File: src/rtl/rescale_pkg.sv
package rescale_pkg;
  localparam int unsigned CH_N_DEF      = 3;
  localparam int unsigned IN_W_DEF      = 10;
  localparam int unsigned OUT_W_DEF     = 11;
  localparam int unsigned GAIN_W_DEF    = 11;
  localparam int unsigned GAIN_FRAC_DEF = 10;
endpackage

File: src/rtl/rescale_clip_shift.sv
module rescale_clip_shift #(
  parameter int unsigned IN_W = 10
) (
  input  logic            clk_i,
  input  logic            rst_ni,
  input  logic            en_i,
  input  logic            clip_en_i,
  input  logic [IN_W-1:0] x_i,
  input  logic [IN_W-1:0] lo_i,
  input  logic [IN_W-1:0] hi_i,
  input  logic [IN_W-1:0] shift_i,
  output logic [IN_W-1:0] s_o
);
  logic [IN_W-1:0] above_lo, clamped, shifted;

  always_comb begin
    above_lo = (x_i < lo_i) ? lo_i : x_i;
    clamped  = clip_en_i ? ((above_lo > hi_i) ? hi_i : above_lo) : x_i;
    // negative differences floor at zero
    shifted  = (clamped >= shift_i) ? (clamped - shift_i) : '0;
  end

  always_ff @(posedge clk_i or negedge rst_ni) begin
    if (!rst_ni)   s_o <= '0;
    else if (en_i) s_o <= shifted;
  end
endmodule

File: src/rtl/rescale_gain.sv
module rescale_gain #(
  parameter int unsigned IN_W   = 10,
  parameter int unsigned GAIN_W = 11,
  parameter int unsigned OUT_W  = 11,
  parameter int unsigned DROP   = 9
) (
  input  logic              clk_i,
  input  logic              rst_ni,
  input  logic              en_i,
  input  logic [IN_W-1:0]   s_i,
  input  logic [GAIN_W-1:0] gain_i,
  output logic [OUT_W-1:0]  y_o
);
  localparam int unsigned PROD_W   = IN_W + GAIN_W;
  localparam int unsigned SCALED_W = PROD_W - DROP;
  localparam logic [PROD_W-1:0] BIAS = PROD_W'(1) << (DROP - 1);

  logic [PROD_W-1:0]   prod, rounded;
  logic [SCALED_W-1:0] scaled;
  logic [OUT_W-1:0]    sat;

  always_comb begin
    prod    = PROD_W'(s_i) * PROD_W'(gain_i);
    rounded = prod + BIAS;
    scaled  = rounded[PROD_W-1:DROP];
  end

  generate
    if (SCALED_W > OUT_W) begin : g_sat
      always_comb sat = (|scaled[SCALED_W-1:OUT_W]) ? '1 : scaled[OUT_W-1:0];
    end else begin : g_nosat
      always_comb sat = OUT_W'(scaled);
    end
  endgenerate

  always_ff @(posedge clk_i or negedge rst_ni) begin
    if (!rst_ni)   y_o <= '0;
    else if (en_i) y_o <= sat;
  end
endmodule

File: src/rtl/chan_rescale.sv
module chan_rescale
  import rescale_pkg::*;
#(
  parameter int unsigned CH_N      = CH_N_DEF,
  parameter int unsigned IN_W      = IN_W_DEF,
  parameter int unsigned OUT_W     = OUT_W_DEF,
  parameter int unsigned GAIN_W    = GAIN_W_DEF,
  parameter int unsigned GAIN_FRAC = GAIN_FRAC_DEF
) (
  input  logic                     clk_i,
  input  logic                     rst_ni,
  input  logic                     valid_i,
  input  logic [CH_N*IN_W-1:0]     data_i,
  input  logic [CH_N-1:0]          clip_en_i,
  input  logic [CH_N*IN_W-1:0]     clip_lo_i,
  input  logic [CH_N*IN_W-1:0]     clip_hi_i,
  input  logic [CH_N*IN_W-1:0]     shift_i,
  input  logic [CH_N*GAIN_W-1:0]   gain_i,
  output logic                     valid_o,
  output logic [CH_N*OUT_W-1:0]    data_o
);
  // output carries (OUT_W-IN_W) fraction bits relative to the input scale
  localparam int unsigned DROP = GAIN_FRAC - (OUT_W - IN_W);

  logic valid_s1;

  always_ff @(posedge clk_i or negedge rst_ni) begin
    if (!rst_ni) begin
      valid_s1 <= 1'b0;
      valid_o  <= 1'b0;
    end else begin
      valid_s1 <= valid_i;
      valid_o  <= valid_s1;
    end
  end

  generate
    for (genvar c = 0; c < CH_N; c++) begin : g_ch
      logic [IN_W-1:0] s1;

      rescale_clip_shift #(.IN_W(IN_W)) u_cs (
        .clk_i     (clk_i),
        .rst_ni    (rst_ni),
        .en_i      (valid_i),
        .clip_en_i (clip_en_i[c]),
        .x_i       (data_i[c*IN_W +: IN_W]),
        .lo_i      (clip_lo_i[c*IN_W +: IN_W]),
        .hi_i      (clip_hi_i[c*IN_W +: IN_W]),
        .shift_i   (shift_i[c*IN_W +: IN_W]),
        .s_o       (s1)
      );

      rescale_gain #(
        .IN_W(IN_W), .GAIN_W(GAIN_W), .OUT_W(OUT_W), .DROP(DROP)
      ) u_gain (
        .clk_i  (clk_i),
        .rst_ni (rst_ni),
        .en_i   (valid_s1),
        .s_i    (s1),
        .gain_i (gain_i[c*GAIN_W +: GAIN_W]),
        .y_o    (data_o[c*OUT_W +: OUT_W])
      );
    end
  endgenerate
endmodule

File: config.mk
export PLATFORM = sky130hd
export DESIGN_NAME = chan_rescale
export DESIGN_NICKNAME = d
export VERILOG_FILES = /design/src/rtl/rescale_pkg.sv /design/src/rtl/rescale_clip_shift.sv /design/src/rtl/rescale_gain.sv /design/src/rtl/chan_rescale.sv
export SDC_FILE = /design/constraint.sdc
export NUM_CORES = 1
export LEC_CHECK = 0
export BUFFER_PORTS_ARGS = -buffer_cell sky130_fd_sc_hd__buf_2
export CAP_MARGIN = 20
export CORE_ASPECT_RATIO = 0.6
export CORE_UTILIZATION = 40
export DETAILED_ROUTE_END_ITERATION = 7
export GPL_TIMING_DRIVEN = 0
export PLACE_DENSITY = 0.57
export SYNTH_ARGS = -nofsm -noshare
export SYNTH_HDL_FRONTEND = slang
export SYNTH_SLANG_ARGS = --single-unit
File: constraint.sdc
create_clock -name clk_i -period 7.4 [get_ports clk_i]
set_clock_uncertainty 0.15 [all_clocks]
set_input_delay 0.37 -clock clk_i [delete_from_list [all_inputs] [get_ports clk_i]]
set_output_delay 0.37 -clock clk_i [all_outputs]
set_load 0.005 [all_outputs]
**Word-level counts from Yosys, hierarchy flattened**

Cells that the tools add are included.

- $add $sub $neg: 6
- $mul: 3
- Magnitude comparators: 9
- Muxes and demuxes: 15

Operators by type and width:

| cell | number |
|---|---|
| $mux W10 | 12 |
| $add A21 B9 Y21 const B | 3 |
| $mul A10 B11 Y21 | 3 |
| $mux W11 | 3 |
| $ge A10 B10 Y1 | 3 |
| $gt A10 B10 Y1 | 3 |
| $lt A10 B10 Y1 | 3 |
| $sub A10 B10 Y10 | 3 |

- Register bits: 65
- Input bits: 159

**Logic depth before layout (Yosys ltp)**

- Word-level depth: 7
- Depth in mapped cells: 31
- Depth with buffers taken out: 29

**By module**

From an unflattened synthesis, not the netlist that was laid out.

- Cells, all modules: 2129
- Area total of the unflattened synthesis: 17614.4 µm²

Modules (own cells, without submodules):

| module | times used | cells an instance | area an instance (µm²) | seq. area each (µm²) |
|---|---|---|---|---|
| rescale_clip_shift | 3 | 240 | 1729.2 | 250.2 |
| rescale_gain at g_ch[1].u_gain | 1 | 471 | 4145.2 | 275.3 |
| rescale_gain at g_ch[0].u_gain | 1 | 462 | 4125.2 | 275.3 |
| rescale_gain at g_ch[2].u_gain | 1 | 474 | 4106.4 | 275.3 |
| chan_rescale | 1 | 2 | 50.0 | 50.0 |

**Least setup slack after synthesis**

OpenSTA, ideal clock, no wires.

- Kind: input-to-reg
- Start: input clip_lo_i[21]
- End: register g_ch[2].u_cs.s_o[3]
- Setup time: 0.145 ns
- Arrival: 5.986 ns
- Path slack: 1.118 ns
- Cell stages on the path: 30
- Buffers on the path: 2
- Cells stage by stage: inv_1 > ha_1 > a21o_1 > a21o_1 > a21oi_1 > o21ai_0 > a21oi_1 > clkbuf_1 > mux2_2 > ha_1 > nor2b_1 > o21a_1 > o21ai_0 > a21oi_1 > o31a_1 > o21ai_0 > clkbuf_1 > o22a_1 > o311a_1 > ha_1 > inv_1 > fa_1 > a21o_1 > a21oi_1 > o21ai_0 > a21oi_1 > o21a_1 > a21oi_1 > a211oi_2 > o32ai_1

- Cells in the longest elaborated chain, start to end: 7
- Elaborated cells between the ends (all ways): 8

Ends and longest elaborated chain:

| what | line | text |
|---|---|---|
| start: declaration | chan_rescale.sv:15 | `input logic [CH_N*IN_W-1:0] clip_lo_i,` |
| $lt A10 B10 Y1 | rescale_clip_shift.sv:17 | `above_lo = (x_i < lo_i) ? lo_i : x_i;` |
| $mux W10 * | rescale_clip_shift.sv:17 |  |
| $gt A10 B10 Y1 | rescale_clip_shift.sv:18 | `clamped = clip_en_i ? ((above_lo > hi_i) ? hi_i : above_lo) : x_i;` |
| $mux W10 * (2 in a row) | rescale_clip_shift.sv:18 |  |
| $sub A10 B10 Y10 / $ge A10 B10 Y1 (equally long branches) | rescale_clip_shift.sv:20 | `shifted = (clamped >= shift_i) ? (clamped - shift_i) : '0;` |
| $mux W10 * | rescale_clip_shift.sv:20 |  |
| end signal: assignment | rescale_clip_shift.sv:25 | `else if (en_i) s_o <= shifted;` |
| end: declaration | rescale_clip_shift.sv:12 | `output logic [IN_W-1:0] s_o` |

Mark *: on every way between the ends. The rest lies on a longest branch, timed or not.
A chain may end at the register's enable or synchronous reset.

**Final worst setup path**

Same ends and word-level chain as after synthesis.

==> flow_summary.toml <==
[setup_path]
setup.worst_path.start = "clip_lo_i[21]"
reg2reg_slack_ns = 0.71
critical_path_required_ns = 7.45
r2r-start = "g_ch[2].u_cs.s_o[1]"
end_kind = "flop"
cpPeakStageDelay_ns = 0.45
cp_common_cell = "a21oi_1"
critPathKind = "primary input to flop"
cpMaxStageDelayCell = "fa_1"
ff2ff_path_depth = 17
crit_arrival_ns = 6.93
critPathMaxFanout = 10
worst_setup_path_start_kind = "primary input"

[sta]
slew_headroom = 0.430
fin_crit_sh = 0.929
final_hold_viol_count = 0
finalSetupViolations = 0
worst_pin_slew_ns = 0.855
worst_hold_slack_ns = 0.0662
fin_crit_ns = 6.88
report.final.slew_viol_count = 0
rsz0062_at_grt = "no"
fmax_mhz = 145

[pwr]
power_frac_seq = 0.093
p_comb_frac = 0.840
p_int_w = 0.00320
power_leakage_nw = 9.69
power_w = 0.00662
ir_drop_uv = 278
pwr_density_cell_mw_per_mm2 = 356
clockPowerShare = 0.067
p_sw_frac = 0.516
switchingPower_w = 0.00341

[cts]
cts-root-buf = "clkbuf_16"
cts_tree = "yes"
clock-sinks = 65
clk_latency_ns = 0.35
cts_max_path_buffers = 2
cts_buffers = 9
htreeDepth = 3
cts.reportedPaths.clkPinSlew_ns = 0.06

[drt]
wire_per_inst_um = 17.1
firstDrtPassIters = 5
wl_mm = 46.4
ant_nets = 0
viasPerCell = 5.09
drc = 0
first_iter_violations = 751
vias = 13800

[floorplanning]
core-area_mm2 = 0.0408
ios = 193
start_util = 0.409
num_rows = 57
die_area_mm2 = 0.0426
die_h_um = 160
dieWidth_um = 266

[logic_synthesis]
synth_top_cell_by_area = "fa_1"
syn_area_mm2 = 0.0167
yosysSeqAreaShare = 0.0975
synthCells = 1979
postSynthAreaPerCell_um2 = 8.43
yosysMostFrequentCell = "inv_1"
ys_warn_count = 0
synthTopCellsByArea = "fa_1 26%, ha_1 20%, dfrtp_1 9.7%"
ys_ff_latch = 65
yosys-top-cells-count = "372 x inv_1, 272 x nand2_1, 261 x ha_1, 216 x fa_1, 122 x and2_1"
ys.flop_type = "dfrtp_1"
async_flop_share = 1.00
syn-num-nets = 2615
synth_top_area_frac = 0.259
synth_edf_count = 0
ys_types = 71

[cells_and_area]
nets = 2790
fin_util = 0.455
design_area_mm2 = 0.0186
areaGrowthSynthToFinish_pct = 11.3
drive_gt1_frac = 0.104

[global_routing]
grt_pass1_wl_mm = 75.9
gr-max-usage-layer = "met1"
grt_util_met1 = 0.343
grt_max_degree = 46
track_usage = 0.225
antenna_found_initial = 2
overflow = 0
grt_pass1_vias = 14200
grtUsageMet3 = 0.0478
use_met2 = 0.325

[place]
placed_cell_area_mm2 = 0.0182
gp_congestion = 0.885
dp_hpwl_mm = 39.5
port_buffers = 162

[flow_run]
drv_cap = 0

[hold_path]
hp-start = "valid_i"
hold_class = "primary input to flop"
worstHoldPathCells = 1

[run_status]
status = "completed"
worst max-delay path, delay by kind of cell:
kind | cells | cell delay [ns]
adders and majority gates | 4 | 1.19
and+or+nand+nor | 1 | 0.13
AOI/OAI and AO/OA | 20 | 3.89
buffers and inverters | 5 | 0.95
muxes | 1 | 0.38
registers in the layout, summed over array words and instances, names as in the netlist:
name	flops
valid_o	1
valid_s1	1
g_ch.u_cs.s_o	30
g_ch.u_gain.y_o	33
per-layer routing:
layer  part of all wire  wire length, µm  vias to the layer above
met5                  0                0                        -
met4              0.014              663                        0
met3              0.066             3050                       31
met1               0.51            23800                     6685
li1                   -                -                     6776
met2               0.41            18900                      356
cell usage in the layout, fill, tap and decap left out, drive strengths merged, types with 15 or more instances in the layout:
master / synthesis / layout
a21o: 23 / 23
a21oi: 59 / 59
a31oi: 41 / 41
and2: 122 / 122
and3: 17 / 17
buf: 6 / 169
clkbuf: 90 / 102
dfrtp: 65 / 65
fa: 216 / 216
ha: 261 / 261
inv: 372 / 372
mux2: 20 / 20
nand2: 272 / 272
nand3: 32 / 32
nand4: 22 / 22
nor2: 51 / 51
nor2b: 33 / 33
o211ai: 24 / 24
o21a: 15 / 15
o21ai: 40 / 40
o22ai: 29 / 29
xnor2: 26 / 26
xor2: 28 / 28
final timing paths:
check                                   endpoint
max                          g_ch[2].u_cs.s_o[3]
min                                     valid_s1
max reg2reg                g_ch[2].u_gain.y_o[4]
min reg2reg                              valid_o
max in group asynchronous    g_ch[1].u_cs.s_o[3]
min in group asynchronous  g_ch[0].u_gain.y_o[3]
timing repair:
item	CTS	global route
gates resized for setup	0	5
hold endpoints to repair	20	0
hold buffers	1	0
setup endpoints to repair	0	30
buffers inserted	0	0
kinds of logic (layout without fill, tap and decap cells):
logic type / after synthesis / in the layout / share of synthesized area
buffers and inverters: 468 / 648 / 0.106
other: 0 / 2 / 0
XOR/XNOR: 54 / 54 / 0.0288
AO/OA/AOI/OAI: 296 / 296 / 0.123
multiplexers: 26 / 26 / 0.0171
AND/OR/NAND/NOR: 593 / 593 / 0.172
flip-flops: 65 / 65 / 0.0975
adder cells (fa/ha/maj): 477 / 477 / 0.455
cell type report:
class                   count  area (µm²)
inverters                 372        1400
diodes                      2        5.00
flip-flops and latches     65        1630
fillers                  4124       22200
well taps                 560         701
plain buffers              96         377
repair buffers            164         851
clock buffers              12         246
multi-input cells        1446       13300
clock inverters             4        52.6
through the flow:
stage,worst slack [ns],setup TNS (ns),instances
detailed placement,-0.0721,-0.592,2702
CTS,0.248,0,2719
global placement,0.0663,0,2701
floorplan,1.12,0,1979
global route,0.00145,0,2721
finish,0.523,0,2721
power groups by stage:
stage / Combinational, W / Sequential (W) / Clock [W]
after global placement: 0.00540 / 0.000617 / 0
after detailed placement: 0.00553 / 0.000621 / 0
after floorplan: 0.00417 / 0.000594 / 0
after CTS: 0.00559 / 0.000616 / 0.000460
final: 0.00556 / 0.000614 / 0.000444
after global routing: 0.00637 / 0.000632 / 0.000471
Power figures use the tool's default switching activity.
